[config.mk]
export PLATFORM = sky130hd
export DESIGN_NAME = ramSlotArbiter
export DESIGN_NICKNAME = d
export VERILOG_FILES = /design/src/rtl/ramSlotPkg.sv /design/src/rtl/slotControl.sv /design/src/rtl/slotDatapath.sv /design/src/rtl/ramSlotArbiter.sv
export SDC_FILE = /design/constraint.sdc
export NUM_CORES = 1
export LEC_CHECK = 0
export BUFFER_PORTS_ARGS = -buffer_cell sky130_fd_sc_hd__buf_4
export CORE_UTILIZATION = 38
export CTS_CLUSTER_SIZE = 25
export DETAILED_ROUTE_END_ITERATION = 12
export GPL_TIMING_DRIVEN = 0
export HOLD_SLACK_MARGIN = 0.08
export PLACE_DENSITY = 0.84
export SYNTH_ARGS = -nofsm -noshare
export SYNTH_HDL_FRONTEND = slang
export SYNTH_SLANG_ARGS = --single-unit
[constraint.sdc]
create_clock -name clk -period 1.32 [get_ports clk]
set_clock_uncertainty 0.05 [all_clocks]
set_input_delay 0.066 -clock clk [delete_from_list [all_inputs] [get_ports clk]]
set_output_delay 0.066 -clock clk [all_outputs]
set_load 0.02 [all_outputs]
[src/rtl/ramSlotPkg.sv]
package ramSlotPkg;
  localparam int NUM_CLIENTS = 3;
  localparam int CL_DISP = 0;
  localparam int CL_BLIT = 1;
  localparam int CL_CPU  = 2;

  typedef struct packed {
    logic [NUM_CLIENTS-1:0] launch;   // first cycle of a granted slot
    logic [NUM_CLIENTS-1:0] capture;  // last cycle of a granted slot
    logic                   frontSel;
  } slotCtrl_t;
endpackage

[src/rtl/slotControl.sv]
module slotControl
  import ramSlotPkg::*;
(
  input  logic                   clk,
  input  logic                   rst,
  input  logic                   vblank,
  input  logic                   blitDone,
  input  logic [NUM_CLIENTS-1:0] reqVec,
  output slotCtrl_t              ctrl
);
  localparam int OWN_W = $clog2(NUM_CLIENTS);
  localparam logic [OWN_W-1:0] LAST_OWNER = OWN_W'(NUM_CLIENTS - 1);

  logic [OWN_W-1:0]       owner;
  logic                   phase;
  logic [NUM_CLIENTS-1:0] busy;
  logic                   front;
  logic                   swapPending;

  always_comb begin
    for (int k = 0; k < NUM_CLIENTS; k++) begin
      ctrl.launch[k]  = !rst && !phase && (owner == OWN_W'(k)) && reqVec[k];
      ctrl.capture[k] = phase && busy[k];
    end
    ctrl.frontSel = front;
  end

  always_ff @(posedge clk) begin
    if (rst) begin
      owner       <= '0;
      phase       <= 1'b0;
      busy        <= '0;
      front       <= 1'b0;
      swapPending <= 1'b0;
    end else begin
      phase <= ~phase;
      if (phase) owner <= (owner == LAST_OWNER) ? '0 : owner + 1'b1;
      busy <= ctrl.launch;
      if (vblank && swapPending) begin
        front       <= ~front;
        swapPending <= blitDone;
      end else if (blitDone) begin
        swapPending <= 1'b1;
      end
    end
  end
endmodule

[src/rtl/slotDatapath.sv]
module slotDatapath
  import ramSlotPkg::*;
#(
  parameter int ADDR_W = 12,
  parameter int OFS_W  = 10,
  parameter int DATA_W = 8,
  parameter logic [ADDR_W-1:0] BUF0_BASE = 12'h400,
  parameter logic [ADDR_W-1:0] BUF1_BASE = 12'h800
) (
  input  logic              clk,
  input  logic              rst,
  input  slotCtrl_t         ctrl,
  input  logic [OFS_W-1:0]  dispOfs,
  input  logic [OFS_W-1:0]  blitOfs,
  input  logic [DATA_W-1:0] blitWrData,
  input  logic [ADDR_W-1:0] cpuAddr,
  input  logic              cpuWe,
  input  logic [DATA_W-1:0] cpuWrData,
  input  logic [DATA_W-1:0] ramRdData,
  output logic [ADDR_W-1:0] ramAddr,
  output logic              ramWe,
  output logic [DATA_W-1:0] ramWrData,
  output logic              dispValid,
  output logic [DATA_W-1:0] dispData,
  output logic              blitValid,
  output logic              cpuValid,
  output logic [DATA_W-1:0] cpuRdData
);
  logic [ADDR_W-1:0] frontBase, backBase, launchAddr, heldAddr;
  logic [NUM_CLIENTS-1:0] validQ;

  always_comb begin
    frontBase = ctrl.frontSel ? BUF1_BASE : BUF0_BASE;
    backBase  = ctrl.frontSel ? BUF0_BASE : BUF1_BASE;
    unique case (1'b1)
      ctrl.launch[CL_DISP]: launchAddr = frontBase + ADDR_W'(dispOfs);
      ctrl.launch[CL_BLIT]: launchAddr = backBase + ADDR_W'(blitOfs);
      ctrl.launch[CL_CPU]:  launchAddr = cpuAddr;
      default:              launchAddr = heldAddr;
    endcase
    ramAddr   = launchAddr;
    ramWe     = ctrl.launch[CL_BLIT] || (ctrl.launch[CL_CPU] && cpuWe);
    ramWrData = ctrl.launch[CL_BLIT] ? blitWrData :
                ctrl.launch[CL_CPU]  ? cpuWrData  : '0;
  end

  always_ff @(posedge clk) begin
    if (rst) begin
      heldAddr  <= '0;
      validQ    <= '0;
      dispData  <= '0;
      cpuRdData <= '0;
    end else begin
      if (|ctrl.launch) heldAddr <= launchAddr;
      validQ <= ctrl.capture;
      if (ctrl.capture[CL_DISP]) dispData  <= ramRdData;
      if (ctrl.capture[CL_CPU])  cpuRdData <= ramRdData;
    end
  end

  assign dispValid = validQ[CL_DISP];
  assign blitValid = validQ[CL_BLIT];
  assign cpuValid  = validQ[CL_CPU];
endmodule

[src/rtl/ramSlotArbiter.sv]
module ramSlotArbiter
  import ramSlotPkg::*;
#(
  parameter int ADDR_W = 12,
  parameter int OFS_W  = 10,
  parameter int DATA_W = 8,
  parameter logic [ADDR_W-1:0] BUF0_BASE = 12'h400,
  parameter logic [ADDR_W-1:0] BUF1_BASE = 12'h800
) (
  input  logic              clk,
  input  logic              rst,
  input  logic              vblank,
  input  logic              dispReq,
  input  logic [OFS_W-1:0]  dispOfs,
  output logic              dispValid,
  output logic [DATA_W-1:0] dispData,
  input  logic              blitReq,
  input  logic [OFS_W-1:0]  blitOfs,
  input  logic [DATA_W-1:0] blitWrData,
  input  logic              blitDone,
  output logic              blitValid,
  input  logic              cpuReq,
  input  logic [ADDR_W-1:0] cpuAddr,
  input  logic              cpuWe,
  input  logic [DATA_W-1:0] cpuWrData,
  output logic              cpuValid,
  output logic [DATA_W-1:0] cpuRdData,
  output logic [ADDR_W-1:0] ramAddr,
  output logic              ramWe,
  output logic [DATA_W-1:0] ramWrData,
  input  logic [DATA_W-1:0] ramRdData,
  output logic              frontSel
);
  slotCtrl_t ctrl;
  logic [NUM_CLIENTS-1:0] reqVec;

  always_comb begin
    reqVec = '0;
    reqVec[CL_DISP] = dispReq;
    reqVec[CL_BLIT] = blitReq;
    reqVec[CL_CPU]  = cpuReq;
  end

  slotControl uCtrl (
    .clk(clk), .rst(rst), .vblank(vblank), .blitDone(blitDone),
    .reqVec(reqVec), .ctrl(ctrl)
  );

  slotDatapath #(
    .ADDR_W(ADDR_W), .OFS_W(OFS_W), .DATA_W(DATA_W),
    .BUF0_BASE(BUF0_BASE), .BUF1_BASE(BUF1_BASE)
  ) uPath (
    .clk(clk), .rst(rst), .ctrl(ctrl),
    .dispOfs(dispOfs), .blitOfs(blitOfs), .blitWrData(blitWrData),
    .cpuAddr(cpuAddr), .cpuWe(cpuWe), .cpuWrData(cpuWrData),
    .ramRdData(ramRdData), .ramAddr(ramAddr), .ramWe(ramWe),
    .ramWrData(ramWrData), .dispValid(dispValid), .dispData(dispData),
    .blitValid(blitValid), .cpuValid(cpuValid), .cpuRdData(cpuRdData)
  );

  assign frontSel = ctrl.frontSel;
endmodule

==> impl_metrics.yaml <==
cts:
  cts_tree: "yes"
  htreeDepth: 2
  cts_sinks: 39
  root_buffer_cell: "clkbuf_8"
  tritoncts.num_buffers: 5
  cts.reportedPaths.clkPinSlew_ns: 0.08
  clock_latency_ns: 0.28
  clock_path_buffers: 2
timing:
  highest_achievable_clock_rate_mhz: 497
  finalSetupViolations: 34
  slew_viol_final: 0
  hold_slack_ns: 0.118
  rsz0062_at_grt: "yes"
  post-route-worst-setup-slack_ns: -0.693
  layout_worst_path_cycle_share_pct: 152
  max-slew-margin-rel_pct: 60.9
  period_minus_slack_ns: 2.01
  measured_slew_at_the_worst_slew_check_pin_ns: 0.586
  final-hold-violation-count: 0
die:
  die_width_um: 69.5
  dieArea_um2: 4830
  chipHeight_um: 69.5
  core_um2: 4350
  start_util_pct: 39.8
  core.rowCount: 24
  design.portCount: 105
setup_path:
  criticalPathCategory: "reg -> out"
  cp_max_fo: 5
  worstPathArrival_ns: 1.90
  required_ns: 1.20
  critical_path.startpoint_type: "register"
  critPathCaptureType: "output pin"
routing:
  routed_via_density: 5.83
  wl_per_cell_um: 18.0
  route.detailed.drc: 0
  detailedRoute.firstPassIterationCount: 6
  drtIter0Drc: 321
  total_vias_in_the_final_route: 2350
  postRouteWirelength_um: 7260
  detail-route-antenna-nets: 0
logic_synthesis:
  yosys_warnings: 0
  postSynthCellCount: 198
  synth.top_cell.area_share_pct: 45.1
  synthTopCellsByArea: "dfxtp_1, a21oi_1, a222oi_1, nand2_1, nand3_1"
  synth_seq_area_share_pct: 45.1
  synth-edff-count: 0
  synth_ff_type: "dfxtp_1"
  synth_fp_nets: 262
  mean_instance_size_in_the_synthesized_netlist_um2: 8.75
  netlist.top_cell.by_area: "dfxtp_1"
  leading_cell_type_by_number_of_instances_after_synthesis: "dfxtp_1"
  synth_common_cells: "dfxtp_1, a21oi_1, nand2_1"
  synth_cell_type_count: 28
  syn_area_um2: 1730
  async_flop_share_pct: 0
  synth.ff_latch_count: 39
global_route:
  antenna_found_initial: 0
  grt_overflow: 0
  grt.total_usage_pct: 24.0
  grt_start_max_net_pins: 12
  first_global_vias: 2147
  grt_pass1_wl_um: 9440
placed_design:
  gpl.final_weighted_congestion: 0.835
  dpl_worst_slack_ns: -0.343
  hpwl_after_detailed_placement_um: 3930
  post_dp_cell_area_um2: 2710
  place.port_buffers: 104
power_and_ir_drop:
  cellPowerDensity_nw_per_um2: 850
  total_leakage_power_nw: 1.55
  power.ir.vdd_worst_mv: 0.449
  power_mw: 2.99
final_layout:
  layout-drive-gt1-share_pct: 57.5
  design_area_um2: 3510
  n_antenna_cell: 0
  syn_to_final_growth_pct: 103
  final_nets: 414
run_status:
  outcome: "complete, but fails checks"
  violated_checks: "negative setup slack"
run:
  cap_viol_max_count: 0
worst_hold_path:
  worstHoldPathType: "in -> reg"
[routing by layer]
layer / vias up / wire length [µm] / part of all wire [%] / track usage, %
met5: - / 0 / 0 / 0
met4: 0 / 344 / 4.7 / 9.98
met3: 31 / 533 / 7.3 / 3.49
met2: 155 / 3750 / 52 / 43.5
met1: 1118 / 2630 / 36 / 28.1
li1: 1046 / - / - / -
[per-stage QoR]
stage | std cells | util [%] | TNS [ns]
CTS | 389 | 72.5 | -13.04
global route | 403 | 80.6 | -17.06
floorplan | 198 | - | -1.98
finish | 403 | 80.6 | -14.96
global placement | 354 | 62.2 | -8.35
detailed placement | 354 | 62.2 | -9.56
[what timing repair did]
item,CTS,global route
pin swaps,4,24
resized for setup,28,52
endpoints found under the hold margin,24,1
hold buffers,12,1
buffers inserted,16,15
gates cloned,1,3
endpoints found under the setup margin,42,51
[worst max-delay path, cell delays in order, from the launching register on]
cell      delay [ns]
dfxtp_4         0.37
nor3_4          0.27
nand2_2         0.17
inv_4           0.12
buf_6           0.13
a222oi_1        0.07
buf_4           0.16
a21oi_2         0.17
buf_6           0.14
[sequential cells by signal, indices dropped and copies added (netlist names)]
name               count
uCtrl.busy             3
uCtrl.front            1
uCtrl.owner            2
uCtrl.phase            1
uCtrl.swapPending      1
uPath.cpuRdData        8
uPath.dispData         8
uPath.heldAddr        12
uPath.validQ           3
[kinds of logic after synthesis]
logic type,after synthesis,synth area share (%)
compound gates,62,24.7
xor+xnor,1,0.506
buf+inv,24,7.59
flops,39,45.1
simple gates,72,22.1
[final cells by class]
type / instances / area [µm²]
plain buffers: 17 / 184
clock buffers: 8 / 100
fillers: 263 / 843
inverters: 6 / 35.0
multi-input cells: 135 / 1080
flip-flops and latches: 39 / 792
well taps: 52 / 65.1
repair buffers: 146 / 1260
[final timing paths]
kind                        from                 end  slack [ns]  depth (start not counted)
setup reg to reg  uCtrl.owner[0]   uPath.heldAddr[1]       -0.41                          7
hold reg to reg    uCtrl.busy[1]     uPath.validQ[1]        0.37                          2
setup / recovery  uCtrl.owner[1]          ramAddr[0]       -0.69                          8
hold / removal       cpuAddr[11]  uPath.heldAddr[11]        0.12                          3
[layout by cell type, fill, tap and decap left out, drive strengths merged, types with 3 or more instances in the layout]
| master | synthesis | layout |
|---|---|---|
| buf | 11 | 142 |
| dfxtp | 39 | 39 |
| a21oi | 29 | 29 |
| nand2 | 27 | 27 |
| nand3 | 22 | 22 |
| clkbuf | 7 | 16 |
| dlygate4sd3 | 0 | 13 |
| a222oi | 10 | 10 |
| nor4 | 9 | 9 |
| a211oi | 9 | 9 |
| a22o | 8 | 8 |
| nor2 | 7 | 7 |
| inv | 6 | 5 |
| nor3 | 3 | 3 |
[report_power, final]
| group | leakage, nW | switching [mW] | internal, mW |
|---|---|---|---|
| registers | 0.319 | 0.0384 | 1.22 |
| logic | 1.18 | 0.394 | 0.434 |
| clock network | 0.0515 | 0.419 | 0.478 |
(Power assumes the default switching activity.)
